[config.mk]
export PLATFORM = sky130hd
export DESIGN_NAME = err_log_unit
export DESIGN_NICKNAME = d
export VERILOG_FILES = /design/src/rtl/err_log_unit.sv
export SDC_FILE = /design/constraint.sdc
export NUM_CORES = 1
export LEC_CHECK = 0
export CAP_MARGIN = 40
export CORE_MARGIN = 2
export CORE_UTILIZATION = 30
export CTS_CLUSTER_SIZE = 12
export DETAILED_ROUTE_END_ITERATION = 10
export PLACE_DENSITY = 0.64
export SLEW_MARGIN = 15
export SYNTH_ARGS = -nofsm -noshare
export SYNTH_HDL_FRONTEND = slang
export SYNTH_SLANG_ARGS = --single-unit
export TNS_END_PERCENT = 5
[constraint.sdc]
create_clock -name clk -period 3.4 [get_ports clk]
set_input_delay 0.68 -clock clk [delete_from_list [all_inputs] [get_ports clk]]
set_output_delay 0.68 -clock clk [all_outputs]
set_load 0.02 [all_outputs]
[src/rtl/err_log_unit.sv]
module err_log_unit #(
  parameter int GRP_W = 8,
  parameter int ADDR_W = 4,
  parameter logic [4:0] INJ_MASK = 5'b10101
) (
  input  logic              clk,
  input  logic              rst_n,
  input  logic [GRP_W-1:0]  src_link_a,
  input  logic [GRP_W-1:0]  src_link_b,
  input  logic [GRP_W-1:0]  src_mgmt,
  input  logic [GRP_W-1:0]  src_nonfatal,
  input  logic [GRP_W-1:0]  src_catfatal,
  input  logic              req_vld,
  input  logic              req_wr,
  input  logic [ADDR_W-1:0] req_addr,
  input  logic [31:0]       req_wdata,
  output logic              rsp_vld,
  output logic [31:0]       rsp_rdata,
  output logic              rsp_err
);
  localparam int NGRP = 5;
  localparam int NCLR = 3;
  localparam int A_INJ = 5;
  localparam int A_FST = 6;
  localparam int A_NXT = 7;

  logic [NGRP-1:0][GRP_W-1:0] st, st_nxt, ev;
  logic [NGRP-1:0] inj;
  logic [31:0] fst, nxt, cap, rdata_c;
  logic wr, any_ev, empty_nxt, err_c, inj_ok;

  assign wr = req_vld & req_wr;
  assign inj_ok = (req_wdata & ~{27'b0, INJ_MASK}) == 32'b0;

  always_comb begin
    ev[0] = src_link_a;
    ev[1] = src_link_b;
    ev[2] = src_mgmt;
    ev[3] = src_nonfatal;
    ev[4] = src_catfatal;
    for (int k = 0; k < NGRP; k++) ev[k][0] = ev[k][0] | inj[k];
  end

  always_comb begin
    for (int k = 0; k < NGRP; k++) begin
      st_nxt[k] = st[k] | ev[k];
      if (k < NCLR && wr && int'(req_addr) == k && req_wdata == 32'(st[k]))
        st_nxt[k] = ev[k];
    end
  end

  always_comb begin
    any_ev = 1'b0;
    cap = '0;
    for (int k = NCLR - 1; k >= 0; k--) begin
      if (ev[k] != '0) begin
        any_ev = 1'b1;
        cap = {1'b1, 12'b0, 3'(k), 16'(ev[k])};
      end
    end
  end

  assign empty_nxt = (st_nxt[0] == '0) && (st_nxt[1] == '0) && (st_nxt[2] == '0);

  always_comb begin
    err_c = 1'b0;
    if (wr) begin
      if (int'(req_addr) < NCLR) err_c = req_wdata != 32'(st[req_addr]);
      else if (int'(req_addr) == A_INJ) err_c = !inj_ok;
      else err_c = 1'b1;
    end
  end

  always_comb begin
    rdata_c = '0;
    if (int'(req_addr) < NGRP) rdata_c = 32'(st[req_addr]);
    else if (int'(req_addr) == A_INJ) rdata_c = 32'(inj);
    else if (int'(req_addr) == A_FST) rdata_c = fst;
    else if (int'(req_addr) == A_NXT) rdata_c = nxt;
  end

  always_ff @(posedge clk) begin
    if (!rst_n) begin
      st <= '0;
      inj <= '0;
      fst <= '0;
      nxt <= '0;
      rsp_vld <= 1'b0;
      rsp_rdata <= '0;
      rsp_err <= 1'b0;
    end else begin
      st <= st_nxt;
      if (wr && int'(req_addr) == A_INJ && inj_ok) inj <= req_wdata[NGRP-1:0];
      if (empty_nxt) begin
        fst <= '0;
        nxt <= '0;
      end else if (!fst[31] && any_ev) fst <= cap;
      else if (fst[31] && !nxt[31] && any_ev) nxt <= cap;
      rsp_vld <= req_vld;
      rsp_err <= req_vld & err_c;
      rsp_rdata <= (req_vld && !req_wr) ? rdata_c : 32'b0;
    end
  end

  genvar g;
  generate
    for (g = 0; g < NCLR; g++) begin : g_chk
      assert_sticky_until_write_R1: assert property (@(posedge clk) disable iff (!rst_n)
        (($past(st[g]) & ~st[g]) != '0) |-> $past(req_vld && req_wr && int'(req_addr) == g));
    end
  endgenerate

  assert_summary_never_falls_R4: assert property (@(posedge clk) disable iff (!rst_n)
    (($past(st[3]) & ~st[3]) == '0) && (($past(st[4]) & ~st[4]) == '0));
  assert_first_frozen_R5: assert property (@(posedge clk) disable iff (!rst_n)
    (fst[31] && $past(fst[31])) |-> $stable(fst));
  assert_next_after_first_R6: assert property (@(posedge clk) disable iff (!rst_n)
    nxt[31] |-> fst[31]);
  assert_inj_in_mask_R10: assert property (@(posedge clk) disable iff (!rst_n)
    (inj & ~INJ_MASK) == '0);
  assert_read_no_err_R11: assert property (@(posedge clk) disable iff (!rst_n)
    (rsp_vld && !$past(req_wr)) |-> !rsp_err);
  assert_err_has_rsp_R11: assert property (@(posedge clk) disable iff (!rst_n)
    rsp_err |-> rsp_vld);
endmodule

==> results.yml <==
clock_network:
  clk_latency_ns: 0.34
  hold_buffers: 0
  clock_path_buffers: 2
  post_cts_buffers: 0
  cts_resized: 0
  cts-root-buf: "clkbuf_16"
  clock_sinks: 80
  tritoncts: "built"
  clkSlewWorstSetupHoldPaths_ns: 0.06
  cts_max_level: 3
  cts_buffers: 9
global_routing:
  grt-ovfl-total: 0
  grt_pass1_vias: 3786
  grt_usage_pct: 17.7
  grt_first_pass_wirelength_um: 20200
  grt_max_degree: 48
  antenna_found_initial: 0
finish:
  drive_gt1_share_pct: 7.57
  syn_to_final_growth_pct: 31.3
  fill_cells: 1363
  final_net_count: 645
  fin_cells: 748
  antenna_cells: 0
worst_setup_path:
  cp.buffers_inverters: 2
  startpoint_type: "primary input"
  cp_top_family: "simple AND/OR/NAND/NOR gates"
  startpoint: "req_addr[3]"
  path_max_fanout: 22
  cp.required_ns: 3.62
  reg2reg_depth: 6
  endpoint_kind: "register"
  critical_path_class: "primary input to register"
  arrival_ns: 2.97
  endpoint: "fst[3]"
  reg2reg_slack_ns: 1.28
  cp.depth: 8
  r2r-start: "inj[2]"
  reg2reg_to: "fst[3]"
  slowest_stage: "clkdlybuf4s50_1"
  path_cells: "clkdlybuf4s50_1 > nor4_1 > nand4_1 > nor3_2 > a21oi_1 > o41ai_4 > buf_4 > nor2_1"
  cpPeakStageDelay_ns: 0.57
synth:
  async_reset_ff_share_pct: 0
  netlist_area_mm2: 0.00422
  postSynthCellCount: 484
  synth.distinct_cells: 55
  synth_edf_count: 0
  synthFlopType: "dfxtp_1"
  synth_warnings: 0
  avgSynthCellArea_um2: 8.73
  synth_seq_cells: 80
  synth_seq_area_share_pct: 37.9
pwr:
  vdd_drop_max_mv: 0.270
  power_density_mw_per_mm2: 443
  p_leak_nw: 1.99
  power_w: 0.00246
flow_run:
  drv_cap: 0
timing:
  fin_tns_setup_ns: 0
  fin_worst_skew_ns: 0.0104
  fmax_ghz: 0.364
  finalHoldViolCount: 0
  setup_slack_ns: 0.655
  finalCritPeriodShare_pct: 80.7
  setup_viol: 0
  maxSlewViolCount: 0
  relSlewSlack_pct: 57.8
  rsz0062_at_grt: "no"
  worstMarginPinSlew_ns: 0.632
  final.min_clock_period_ns: 2.75
place:
  dpl.hpwl_um: 10100
  globalplace.congestion: 0.900
  pre_cts_ws_ns: 0.299
  dp.cells: 734
  io_buffer_count: 92
outcome:
  status: "complete, no violations"
floorplanning:
  start_util_pct: 30.5
  die-area_mm2: 0.0150
  pin_count: 114
  row_count: 43
  core_mm2: 0.0138
  die_w_um: 123
  die_h_um: 123
route:
  drc_errors: 0
  wl_per_cell_um: 17.4
  drt-vias-per-instance: 5.14
  dr.pass1.iters: 5
  vias: 3846
  wl_um: 13000
  ant_nets: 0
  drt_iter0_markers: 245
min_path:
  hold_class: "register to register"
  min_from: "st[37]"
-- sequential cells by signal (all words and copies together), names as in the netlist --
register	cells
fst	11
inj	5
nxt	11
rsp_err	1
rsp_rdata	11
rsp_vld	1
st	40
-- worst register-to-register path, cell delays in order, from the launching register on --
cell	delay, ns
dfxtp_1	0.33
nor2_1	0.33
and3_1	0.40
nand2_1	0.21
o41ai_4	0.37
buf_4	0.29
nor2_1	0.08
-- cells in the mapped netlist (all sizes together), types with 5 or more instances --
library cell   n  area (um2)
dfxtp         80        1600
a21oi         55         283
buf           37         253
nor2          34         130
nand2         30         113
xnor2         30         263
nor2b         25         159
mux2i         23         230
nor4          23         150
nand2b        15        93.8
o21a          15         113
clkbuf        14        52.6
nor3          14        75.1
inv            8        30.0
mux2           8        90.1
a221o          7        70.1
nand3          7        35.0
nand4          6        37.5
o22ai          6        37.5
a22o           5        43.8
-- stage by stage --
stage                     hold slack, ns  utilization [%]  cell area (um2)
final                              0.457             40.1             5550
after global routing               0.472             40.1             5550
after CTS                          0.459             40.1             5550
after detailed placement           0.444             37.9             5240
after global placement             0.441             37.9             5240
after floorplan                    0.420                -             4300
-- worst min-delay path by stage --
| stage | endpoint | slack, ns | depth (start not counted) |
|---|---|---|---|
| 2_1_floorplan | st[33] | 0.42 | 1 |
| 3_3_place_gp | st[27] | 0.44 | 1 |
| 3_5_place_dp | st[30] | 0.44 | 1 |
| 4_1_cts | st[37] | 0.46 | 1 |
| 5_1_grt | st[34] | 0.47 | 1 |
| 6_report | st[37] | 0.46 | 1 |
-- cells in the final DEF, fill, tap and decap left out, drive strengths merged, types with 2 or more instances in the layout --
cell type / count
nor4: 23
nand4: 6
conb: 21
mux2i: 23
a21boi: 3
o31a: 2
a21oi: 55
a211o: 2
nor3: 14
clkdlybuf4s50: 92
o21a: 15
and3b: 2
nand2b: 15
nor4bb: 2
clkinvlp: 2
or4: 2
nand2: 30
and3: 2
nor3b: 3
mux4: 2
dfxtp: 80
o22ai: 6
inv: 8
nand3: 7
nor2b: 25
mux2: 8
o21ai: 4
or2: 3
a221o: 7
buf: 9
a22o: 5
xnor2: 30
nor2: 34
bufinv: 2
clkbuf: 9
-- per-layer routing --
metal / vias up / global-route usage [%] / wire (um)
met4: 0 / 5.60 / 203
met1: 1815 / 23.4 / 6060
li1: 1841 / - / -
met3: 15 / 4.37 / 967
met5: - / 0 / 0
met2: 175 / 28.2 / 5750
-- cell type report --
| cell class | instances | area [um2] | area share [%] |
|---|---|---|---|
| inverters | 8 | 30.0 | 0.541 |
| repair buffers | 101 | 1010 | 18.3 |
| clock inverters | 5 | 83.8 | 1.51 |
| multi-input cells | 365 | 2370 | 42.7 |
| clock buffers | 9 | 225 | 4.06 |
| well taps | 180 | 225 | 4.06 |
| flip-flops and latches | 80 | 1600 | 28.9 |
-- kinds of logic (layout without fill, tap and decap cells) --
logic type / count (synthesis) / after routing / share of synthesized area (%)
multiplexers: 33 / 33 / 8.65
buffers and inverters: 59 / 123 / 7.94
AND/OR/NAND/NOR: 175 / 175 / 22.7
flip-flops: 80 / 80 / 37.9
other: 1 / 21 / 0.0888
XOR/XNOR: 31 / 31 / 6.43
AO/OA/AOI/OAI: 105 / 105 / 16.3
-- power by group --
| group | internal [W] | total (W) | switching [W] |
|---|---|---|---|
| clock network | 0.000636 | 0.00102 | 0.000382 |
| logic | 0.000206 | 0.000398 | 0.000192 |
| registers | 0.000988 | 0.00104 | 0.0000508 |
No activity file was read; power rests on OpenSTA's default activity.
